`src/rtl/pwm_pkg.sv`:
```
package pwm_pkg;
  localparam int NUM_CH = 4;
  localparam int PSC_W  = 14;
  localparam int CNT_W  = 16;
  localparam int CH_SEL_W = $clog2(NUM_CH);

  typedef struct packed {
    logic             en;
    logic [PSC_W-1:0] psc;
    logic [CNT_W-1:0] duty;
    logic [CNT_W-1:0] per;
  } ch_cfg_t;
endpackage

```
`src/rtl/pwm_regs.sv`:
```
module pwm_regs
  import pwm_pkg::*;
#(
  parameter int ADDR_W = 6,
  parameter int DATA_W = 32
) (
  input  logic              clk,
  input  logic              rst_n,
  input  logic [ADDR_W-1:0] addr,
  input  logic              we,
  input  logic [DATA_W-1:0] wdata,
  output logic [DATA_W-1:0] rdata,
  output ch_cfg_t           cfg [NUM_CH],
  output logic              master_en
);
  localparam logic [ADDR_W-1:0] MASTER_ADDR = ADDR_W'(8'h3C);
  localparam int PSC_LSB = 2;

  logic unused_wbits;
  assign unused_wbits = ^{wdata[DATA_W-1:CNT_W], wdata[1]};

  logic master_q, master_d;
  ch_cfg_t cfg_q [NUM_CH];
  ch_cfg_t cfg_d [NUM_CH];

  always_comb begin
    master_d = master_q;
    if (we && addr == MASTER_ADDR) master_d = wdata[0];
  end

  always_ff @(posedge clk or negedge rst_n) begin
    if (!rst_n) master_q <= 1'b0;
    else        master_q <= master_d;
  end

  for (genvar c = 0; c < NUM_CH; c++) begin : g_ch
    localparam logic [ADDR_W-1:0] BASE = ADDR_W'(c * 16);
    always_comb begin
      cfg_d[c] = cfg_q[c];
      if (we) begin
        if (addr == BASE) begin
          cfg_d[c].en  = wdata[0];
          cfg_d[c].psc = wdata[PSC_LSB +: PSC_W];
        end
        if (addr == BASE + ADDR_W'(4)) cfg_d[c].duty = wdata[CNT_W-1:0];
        if (addr == BASE + ADDR_W'(8)) cfg_d[c].per  = wdata[CNT_W-1:0];
      end
    end
    always_ff @(posedge clk or negedge rst_n) begin
      if (!rst_n) cfg_q[c] <= '0;
      else        cfg_q[c] <= cfg_d[c];
    end
    assign cfg[c] = cfg_q[c];
  end

  always_comb begin
    rdata = '0;
    if (addr == MASTER_ADDR) rdata[0] = master_q;
    for (int c = 0; c < NUM_CH; c++) begin
      if (addr == ADDR_W'(c * 16)) begin
        rdata[0] = cfg_q[c].en;
        rdata[PSC_LSB +: PSC_W] = cfg_q[c].psc;
      end
      if (addr == ADDR_W'(c * 16 + 4)) rdata[CNT_W-1:0] = cfg_q[c].duty;
      if (addr == ADDR_W'(c * 16 + 8)) rdata[CNT_W-1:0] = cfg_q[c].per;
    end
  end

  assign master_en = master_q;

  p_master_wr_r2: assert property (@(posedge clk) disable iff (!rst_n)
    (we && addr == MASTER_ADDR) |=> (master_en == $past(wdata[0])));
endmodule

```
`src/rtl/pwm_chan.sv`:
```
module pwm_chan
  import pwm_pkg::*;
(
  input  logic    clk,
  input  logic    rst_n,
  input  logic    master_en,
  input  ch_cfg_t cfg,
  output logic    pwm_o
);
  logic             enabled;
  logic             run_q, run_d;
  logic [PSC_W-1:0] psc_q, psc_d;
  logic [CNT_W-1:0] tick_q, tick_d;
  logic [PSC_W-1:0] sh_psc_q, sh_psc_d;
  logic [CNT_W-1:0] sh_duty_q, sh_duty_d;
  logic [CNT_W-1:0] sh_per_q, sh_per_d;
  logic             psc_end, per_end;

  assign enabled = master_en & cfg.en;
  assign psc_end = (psc_q == sh_psc_q);
  assign per_end = psc_end && (tick_q == sh_per_q - CNT_W'(1));

  always_comb begin
    run_d     = run_q;
    psc_d     = psc_q;
    tick_d    = tick_q;
    sh_psc_d  = sh_psc_q;
    sh_duty_d = sh_duty_q;
    sh_per_d  = sh_per_q;
    if (!enabled) begin
      run_d  = 1'b0;
      psc_d  = '0;
      tick_d = '0;
    end else if (!run_q || per_end) begin
      run_d     = (cfg.per != '0);
      psc_d     = '0;
      tick_d    = '0;
      sh_psc_d  = cfg.psc;
      sh_duty_d = cfg.duty;
      sh_per_d  = cfg.per;
    end else if (psc_end) begin
      psc_d  = '0;
      tick_d = tick_q + CNT_W'(1);
    end else begin
      psc_d = psc_q + PSC_W'(1);
    end
  end

  always_ff @(posedge clk or negedge rst_n) begin
    if (!rst_n) begin
      run_q     <= 1'b0;
      psc_q     <= '0;
      tick_q    <= '0;
      sh_psc_q  <= '0;
      sh_duty_q <= '0;
      sh_per_q  <= '0;
    end else begin
      run_q     <= run_d;
      psc_q     <= psc_d;
      tick_q    <= tick_d;
      sh_psc_q  <= sh_psc_d;
      sh_duty_q <= sh_duty_d;
      sh_per_q  <= sh_per_d;
    end
  end

  assign pwm_o = enabled & run_q & (tick_q < sh_duty_q);

  p_off_clear_r4: assert property (@(posedge clk) disable iff (!rst_n)
    !enabled |=> (psc_q == '0 && tick_q == '0 && !run_q));
  p_psc_bound_r5: assert property (@(posedge clk) disable iff (!rst_n)
    run_q |-> (psc_q <= sh_psc_q));
  p_tick_bound_r7: assert property (@(posedge clk) disable iff (!rst_n)
    run_q |-> (sh_per_q != '0 && tick_q < sh_per_q));
  p_shadow_hold_r8: assert property (@(posedge clk) disable iff (!rst_n)
    (enabled && run_q && !per_end) |=>
      ($stable(sh_duty_q) && $stable(sh_per_q) && $stable(sh_psc_q)));
endmodule

```
`src/rtl/pwm_quad.sv`:
```
module pwm_quad
  import pwm_pkg::*;
#(
  parameter int ADDR_W = 6,
  parameter int DATA_W = 32
) (
  input  logic              clk,
  input  logic              rst_n,
  input  logic [ADDR_W-1:0] bus_addr,
  input  logic              bus_we,
  input  logic [DATA_W-1:0] bus_wdata,
  output logic [DATA_W-1:0] bus_rdata,
  output logic [NUM_CH-1:0] pwm_out
);
  ch_cfg_t cfg [NUM_CH];
  logic    master_en;

  pwm_regs #(.ADDR_W(ADDR_W), .DATA_W(DATA_W)) i_regs (
    .clk       (clk),
    .rst_n     (rst_n),
    .addr      (bus_addr),
    .we        (bus_we),
    .wdata     (bus_wdata),
    .rdata     (bus_rdata),
    .cfg       (cfg),
    .master_en (master_en)
  );

  for (genvar c = 0; c < NUM_CH; c++) begin : g_chan
    pwm_chan i_chan (
      .clk       (clk),
      .rst_n     (rst_n),
      .master_en (master_en),
      .cfg       (cfg[c]),
      .pwm_o     (pwm_out[c])
    );
  end

  p_off_low_r4: assert property (@(posedge clk) disable iff (!rst_n)
    !master_en |-> (pwm_out == '0));
endmodule

```
`config.mk`:
```
export PLATFORM = sky130hd
export DESIGN_NAME = pwm_quad
export DESIGN_NICKNAME = d
export VERILOG_FILES = /design/src/rtl/pwm_pkg.sv /design/src/rtl/pwm_regs.sv /design/src/rtl/pwm_chan.sv /design/src/rtl/pwm_quad.sv
export SDC_FILE = /design/constraint.sdc
export NUM_CORES = 1
export LEC_CHECK = 0
export ABC_AREA = 1
export BUFFER_PORTS_ARGS = -buffer_cell sky130_fd_sc_hd__buf_2
export CAP_MARGIN = 20
export CORE_MARGIN = 2
export CORE_UTILIZATION = 48
export CTS_CLUSTER_DIAMETER = 40
export DETAILED_ROUTE_END_ITERATION = 6
export MAX_ROUTING_LAYER = met4
export SETUP_SLACK_MARGIN = 0.2
export SYNTH_ARGS = -nofsm -noshare
export SYNTH_HDL_FRONTEND = slang
export SYNTH_HIERARCHICAL = 1
export SYNTH_SLANG_ARGS = --single-unit
export TNS_END_PERCENT = 5
```
`constraint.sdc`:
```
create_clock -name clk -period 4 [get_ports clk]
set_input_delay 0.8 -clock clk [delete_from_list [all_inputs] [get_ports clk]]
set_output_delay 0.8 -clock clk [all_outputs]
set_load 0.01 [all_outputs]
```
======== Word-level counts from Yosys, hierarchy flattened ========
Cells that the tools add are included.
Widths: inputs -> output; s select.
cells by class
  add/subtract/negate cells ............... 12
  multipliers ............................. 0
  divide/modulo/power cells ............... 0
  order comparisons ....................... 4
  equality and inequality tests ........... 28
  shift operators ......................... 0
  multiplexer cells ....................... 49
  bitwise gates (word level) .............. 12
  reductions and logical operators ........ 34
operator list
  operator               number
  $mux 16                20
  $mux 14                16
  $add 16x1->16 const B  4
  $eq 16x16->1           4
  $lt 16x16->1           4
  $reduce_bool 16->1     4
  $sub 16x1->16 const B  4
  $add 14x1->14 const B  4
  $eq 14x14->1           4
  $eq 6x6->1 const B     7
  $reduce_and 2->1       16
  $eq 6x5->1 const B     3
  $mux 1                 13
  $and 1x1->1            12
  $ne 3x3->1 const B     4
  $ne 2x2->1 const B     4
  $eq 6x3->1 const B     1
  $eq 6x4->1 const B     1
  $logic_not 6->1        1
  $logic_and 1x1->1      5
  $logic_not 1->1        4
  $logic_or 1x1->1       4
storage, ports and cells
  register bits after elaboration ......... 497
  bits in latches ......................... 0
  memory bits (writable) .................. 0
  ROM bits ................................ 0
  input port bits ......................... 41
  output and inout bits ................... 36
  memories kept ........................... 0

======== Longest topological paths before layout ========
Gate-level depths: netlist of run 1.
  depth in word-level cells ............... 14
  gate-level depth with buffers ........... 17
  depth with buffers taken out ............ 16

======== Cells and area by module ========
The synthesis of run 1 kept the hierarchy.
modules (own cells, without submodules)
  module                            times used  cells each  area each (µm²)  seq. area each (µm²)
  pwm_chan at g_chan[1].i_chan ...  3           624         4,713.3          1,926.8
  pwm_regs                          1           1,063       8,658.3          4,729.5
  pwm_chan at g_chan[0].i_chan      1           644         4,859.7          1,926.8

======== Least setup slack after synthesis of run 1 ========
OpenSTA, ideal clock, no wires.
  path type ............................... input to output
  from .................................... input bus_addr[1]
  to ...................................... output bus_rdata[1]
  data arrival time ....................... 1.952 ns
  required time ........................... 3.200 ns
  path slack .............................. 1.248 ns
  stages on the path ...................... 6
  path through ............................ nor2_4 nand2_2 nor3_4 buf_4 mux2i_1 nand4_1
between the ends
  word-level cells in the longest chain between the ends .. 9
  elaborated cells between the ends (all ways) .. 16
  those cells by class .................... 8 x eq/ne; 8 x mux
ends and longest elaborated chain
  what         RTL line        text
  from (decl)  pwm_quad.sv:9   input logic [ADDR_W-1:0] bus_addr,
  $eq 6x3->1   pwm_regs.sv:64  if (addr == ADDR_W'(c * 16 + 4)) rdata[CNT_W-1:0] = cfg_q[c].duty;
  $mux 16      pwm_regs.sv:64
  $mux 16      pwm_regs.sv:65  if (addr == ADDR_W'(c * 16 + 8)) rdata[CNT_W-1:0] = cfg_q[c].per;
  $mux 16      pwm_regs.sv:64
  $mux 16      pwm_regs.sv:65
  $mux 16      pwm_regs.sv:64
  $mux 16      pwm_regs.sv:65
  $mux 16      pwm_regs.sv:64
  $mux 16 *    pwm_regs.sv:65
  to (decl)    pwm_quad.sv:12  output logic [DATA_W-1:0] bus_rdata,
Mark *: on every way between the ends. The rest lies on a longest branch, timed or not.

======== Final worst setup path of run 1 ========
  from .................................... input bus_addr[1]
  to ...................................... output bus_rdata[13]
between the ends
  word-level cells in the longest chain between the ends .. 13
  elaborated cells between the ends (all ways) .. 24
  those cells by class .................... 11 x eq/ne; 12 x mux; 1 x reduce/logical
ends and longest elaborated chain
  what             RTL line        text
  $logic_not 6->1  pwm_regs.sv:60  if (addr == ADDR_W'(c * 16)) begin
  $mux 14          pwm_regs.sv:60
  $mux 16          pwm_regs.sv:64
  $mux 16          pwm_regs.sv:65
  $mux 14          pwm_regs.sv:60
  $mux 16          pwm_regs.sv:64
  $mux 16          pwm_regs.sv:65
  $mux 14          pwm_regs.sv:60
  $mux 16          pwm_regs.sv:64
  $mux 16          pwm_regs.sv:65
  $mux 14          pwm_regs.sv:60
  $mux 16          pwm_regs.sv:64
  $mux 16 *        pwm_regs.sv:65
Marks and branches as above.

==> results of run 1 <==
[kinds of logic (layout without fill, tap and decap cells)]
family	Yosys count	after routing
xor gates and xnor gates	133	133
adders and majority gates	72	72
other	1	18
and+or+nand+nor	1985	1985
muxes	1	1
buffers and inverters	513	584
DFF	497	497
AOI/OAI and AO/OA	377	377
[area by class of cell]
cell class | instances | share of cell area
Tap cell | 756 | 0.0303
Antenna cell | 2 | 0.000160
Clock inverter | 59 | 0.0222
Multi-Input combinational cell | 2584 | 0.415
Timing Repair Buffer | 73 | 0.0163
Clock buffer | 103 | 0.0755
Inverter | 349 | 0.0419
Sequential cell | 497 | 0.398
[synthesized netlist by cell type, drive strengths merged (69+ instances only)]
cell / n
nand2: 1214
dfrtp: 497
inv: 349
nor2: 325
nand3: 287
o21ai: 254
a21oi: 105
buf: 100
nand4: 84
ha: 72
xnor2: 69
[through the flow]
| step | setup slack, ps | instances |
|---|---|---|
| 3_5_place_dp | 438 | 4259 |
| 5_1_grt | 295 | 4423 |
| 4_1_cts | 425 | 4421 |
| 3_3_place_gp | 451 | 4259 |
| 6_report | 430 | 4423 |
| 2_1_floorplan | 1250 | 3594 |
[layer usage]
layer	GRT usage	part of all wire
met5	-	0
met4	0.0809	0.026
met3	0.0409	0.050
met2	0.417	0.46
met1	0.372	0.46
[layout by cell type, fill, tap and decap left out, drive strengths merged, types with 2 or more instances in the layout]
cell,netlist,final
a21o,7,7
a21oi,105,105
nor2,325,325
diode,0,2
clkbuf,64,103
xnor2,69,69
ha,72,72
inv,349,365
a31oi,6,6
nand3,287,287
nor3,49,49
xor2,64,64
nand3b,7,7
clkinv,0,25
o21ai,254,254
dfrtp,497,497
o21a,4,4
nand2,1214,1214
conb,1,16
clkinvlp,0,9
nand4,84,84
bufinv,0,9
nor4,16,16
buf,100,73
[sequential cells by signal, indices dropped and copies added, names as in the netlist]
register                 count
i_regs/cfg                 188
i_regs/master_en             1
g_chan.i_chan/psc_q         56
g_chan.i_chan/sh_duty_q     64
g_chan.i_chan/tick_q        64
g_chan.i_chan/sh_per_q      64
g_chan.i_chan/sh_psc_q      56
g_chan.i_chan/run_q          4
[worst max-delay path by stage]
stage | startpoint | end
final | bus_addr[1] | bus_rdata[13]
after detailed placement | bus_addr[1] | bus_rdata[10]
after global placement | bus_addr[1] | bus_rdata[13]
after floorplan | bus_addr[1] | bus_rdata[1]
after global routing | bus_addr[1] | bus_rdata[12]
after CTS | bus_addr[1] | bus_rdata[10]
[power groups by stage]
| stage | registers [W] | logic (W) | clock network [W] |
|---|---|---|---|
| final | 0.00606 | 0.00249 | 0.00764 |
| after global routing | 0.00611 | 0.00289 | 0.00802 |
| after CTS | 0.00605 | 0.00251 | 0.00777 |
| after detailed placement | 0.00613 | 0.00249 | 0 |
| after global placement | 0.00612 | 0.00241 | 0 |
| after floorplan | 0.00589 | 0.00193 | 0 |
==> run summary, run 1 <==
vias in the first global route: 22160
multiplexer share of the synthesized area: 0.000362
period utilization: 0.893
P_int: 0.0112 W
DRC errors left: 0
clock share of power: 0.472
Skew-Pair Late Insertion Delay: 640 ps
Setup Skew: 19.3 ps
Sequential Power Share: 0.374
cts repair resizes: 0
1st-pass router iterations: 5
first-pass GRT wire length: 125000 um
die area: 0.0596 mm2
register area share after synthesis: 0.450
f_max: 0.280 GHz
power share of the combinational group: 0.154
reg-to-reg critical path startpoint: g_chan[2].i_chan/sh_per_q[0]$_DFFE_PN0P_
cts hold-fix bufs: 0
xor and xnor area share after synthesis: 0.0421
final hold vios: 0
simple-gate share of the synthesized area: 0.322
clk buf depth: 3
VDD IR max: 0.302 mV
Post-Synth Adder-Cell Area: 0.0326
RSZ-0062 raised after global routing: false
setup TNS: 0 ps
final total power: 0.0162 W
largest net degree at the start of global routing: 101
critical path class: in -> out
sw frac: 0.306
DR iter-0 viols: 1924
worst reg2reg setup slack: 1330 ps
# IOs: 77
Slew Limit Fails: 0
total global-route track usage: 0.271
final setup vio count: 0
Synth Area in Compound Gates: 0.0698
outcome: completed
CTS tree: built
area of the multi-input gates: 0.0130 mm2
Root Driver: clkbuf_16
asr flop ratio synth: 1.00
FF-to-FF End: g_chan[2].i_chan/sh_duty_q[9]$_DFFE_PN0P_
IO buf count: 44
antenna violations before repair: 2
fin nets: 3704
Detail Route Antenna Nets: 0
dominant cells by area after synthesis: dfrtp_1 (45%), nand2_1 (16%), inv_1 (4.7%)
Crit path depth: 14
Vias/cell: 5.26
worst path required time: 3200 ps
row count: 87
Initial Util: 0.488
Tmin final: 3570 ps
Hold Crit Class: in -> async
Post-synth top flop: dfrtp_1
Arr. time, crit path: 2770 ps
max incr delay on CP: 280 ps
Final GP Congestion: 0.919
routed via count: 23254
switching pwr: 0.00495 W
measured slew at the worst slew-check pin: 1000 ps
Mapped Area: 0.0277 mm2
gr ovfl total: 0
final core utilization: 0.551
Final HPWL DP: 54500 um
CP endpoint kind: output pin
slowest cell on the critical path: nor2_4
largest family of logic cells by synthesized area: simple AND/OR/NAND/NOR gates
Synth top area share: 0.450
design area: 0.0312 mm2
Die Y: 244 um
crit-path cells: buf_2 -> nor2_4 -> buf_4 -> nand3_2 -> inv_2 -> nand2_1 -> nand2_1 -> nor2_1 -> nand3_1 -> nand2_1 -> nand3_1 -> nand2_1 -> nand4_1 -> buf_2
Unique masters post-synth: 42
EDFF count, synth: 0
htree depth: 3
Post-CTS Setup Inserts: 0
Sink Count: 497
Setup crit start kind: input port
Leak: 15.5 nW
Num CTS Buffers: 86
CP delay by family, top: simple AND/OR/NAND/NOR gates
core box area: 0.0567 mm2
Yosys top cell by area: dfrtp_1
reg2reg path depth: 13
WL final: 76600 um
final hold slack: 251 ps
critical path buffer and inverter count: 4
Yosys warning count: 6
flip-flop and latch area: 0.0124 mm2
post-synthesis sequential element count: 497
Max-Cap Viols: 0
# fillers: 5297
gate count of the mapped netlist: 3579
Layout area overhead: 12.9%
Max-slew headroom: 0.331
pwr dens: 518 mW/mm2
dpl cell area: 0.0282 mm2
worst-path maximum fanout: 15
synthesized area per cell: 7.73 um2
Most common cell on crit path: nand2_1
layout cells sized above 1: 0.107
Die X: 244 um
WL/cell: 17.3 um
clock transition at the registers of the reported paths: 40 ps
No activity file was read; power rests on OpenSTA's default activity.
==> run 2, diff against run 1 <==
- BUFFER_PORTS_ARGS: -buffer_cell sky130_fd_sc_hd__buf_2 -> default
- CORE_UTILIZATION: 48 -> 30
- DONT_BUFFER_PORTS: default -> 1
==> run summary, run 2 (synthesis gave the netlist of run 1 again) <==
Final HPWL DP: 52300 um
worst path required time: 3200 ps
worst reg2reg setup slack: 1320 ps
worst-path maximum fanout: 15
pwr dens: 488 mW/mm2
final hold slack: -101 ps
Max-slew headroom: -0.403
core box area: 0.0915 mm2
fin nets: 3640
antenna violations before repair: 2
non-filler cells in the finished layout: 4777
f_max: 0.296 GHz
routed via count: 22727
final hold vios: 84
clk buf depth: 3
CP endpoint kind: output pin
largest net degree at the start of global routing: 498
WL/cell: 15.7 um
max incr delay on CP: 260 ps
# IOs: 77
outcome: finished, violations left
setup TNS: 0 ps
final total power: 0.0151 W
final setup vio count: 0
slowest cell on the critical path: buf_4
commonest non-fill, non-tap cell in the layout: nand2_1
CTS tree: built
VDD IR max: 0.392 mV
Most common cell on crit path: nand2_1
Slew Limit Fails: 279
crit-path cells: nor2_4 -> buf_4 -> nand3_2 -> inv_2 -> nand2_1 -> nand2_1 -> nor2_1 -> nand3_1 -> nand2_1 -> nand3_1 -> nand2_1 -> nand4_1
Max-Cap Viols: 0
most frequent cells in the layout: nand2_1 (1190), dfrtp_1 (497), inv_1 (339)
Layout area overhead: 11.9%
design area: 0.0309 mm2
Die X: 308 um
Sink Count: 497
1st-pass router iterations: 5
htree depth: 3
clock transition at the registers of the reported paths: 50 ps
WL final: 75000 um
Arr. time, crit path: 2580 ps
Num CTS Buffers: 76
DRC errors left: 0
cts repair resizes: 0
RSZ-0062 raised after global routing: false
Setup Skew: 31.4 ps
Final GP Congestion: 0.885
max FFs per register: 188
period utilization: 0.846
Tmin final: 3380 ps
Initial Util: 0.302
row count: 111
measured slew at the worst slew-check pin: 2110 ps
first-pass GRT wire length: 121000 um
Skew-Pair Late Insertion Delay: 620 ps
Leak: 15.0 nW
gr ovfl total: 0
DR iter-0 viols: 2028
IO buf count: 0
Root Driver: clkbuf_16
reg-to-reg critical path startpoint: g_chan[0].i_chan/sh_per_q[0]$_DFFE_PN0P_
die area: 0.0946 mm2
Post-CTS Setup Inserts: 0
Hold Crit Class: in -> async
vias in the first global route: 21552
Setup crit start kind: input port
Die Y: 308 um
dpl cells: 4635
reg2reg path depth: 15
layout cells sized above 1: 0.0872
critical path class: in -> out
total global-route track usage: 0.164
Vias/cell: 4.76
FF-to-FF End: g_chan[0].i_chan/sh_duty_q[12]$_DFFE_PN0P_
failing checks: negative hold slack, max-slew violations
dpl cell area: 0.0284 mm2
Detail Route Antenna Nets: 0
-- run 2: final cells by class --
class | count | area [um2]
Fill cell | 9487 | 60600
Multi-Input combinational cell | 2584 | 13000
Sequential cell | 497 | 12400
Clock buffer | 87 | 2010
Tap cell | 1186 | 1480
Inverter | 349 | 1310
Clock inverter | 54 | 588
Timing Repair Buffer | 19 | 143
Antenna cell | 1 | 2.50
-- run 2: per-layer routing --
layer  global-route usage  vias up  wire (um)
met2                0.256      538      34100
met4               0.0535        0       1930
met1                0.218    10751      34600
met5                    -        -          0
li1                     -    11319          -
met3               0.0270      119       4320
-- run 2: how the worst max path moves through the flow --
stage | startpoint | endpoint | slack, ps | cells past startpoint
2_1_floorplan | bus_addr[1] | bus_rdata[1] | 1250 | 6
3_3_place_gp | bus_addr[1] | bus_rdata[9] | 730 | 12
3_5_place_dp | bus_addr[1] | bus_rdata[9] | 720 | 12
4_1_cts | g_chan[1].i_chan/tick_q[3]$_DFFE_PN0P_ | pwm_out[1] | 550 | 8
5_1_grt | g_chan[1].i_chan/tick_q[3]$_DFFE_PN0P_ | pwm_out[1] | 420 | 8
6_report | bus_addr[1] | bus_rdata[9] | 620 | 12
-- run 2: stage by stage --
| step | utilization | worst slack (ps) |
|---|---|---|
| 3_5_place_dp | 0.310 | 718 |
| 6_report | 0.338 | 617 |
| 2_1_floorplan | - | 1250 |
| 5_1_grt | 0.338 | 422 |
| 3_3_place_gp | 0.310 | 731 |
| 4_1_cts | 0.338 | 554 |
-- run 2: power by group --
group	internal, W	total, W	switching [W]
logic	0.000850	0.00233	0.00148
registers	0.00549	0.00604	0.000547
clock network	0.00414	0.00674	0.00260
total	0.0105	0.0151	0.00463
-- run 2: worst max-delay path: cells and delay by family --
family | cells | cell delay, ps
buf+inv | 2 | 480
simple gates | 10 | 1300
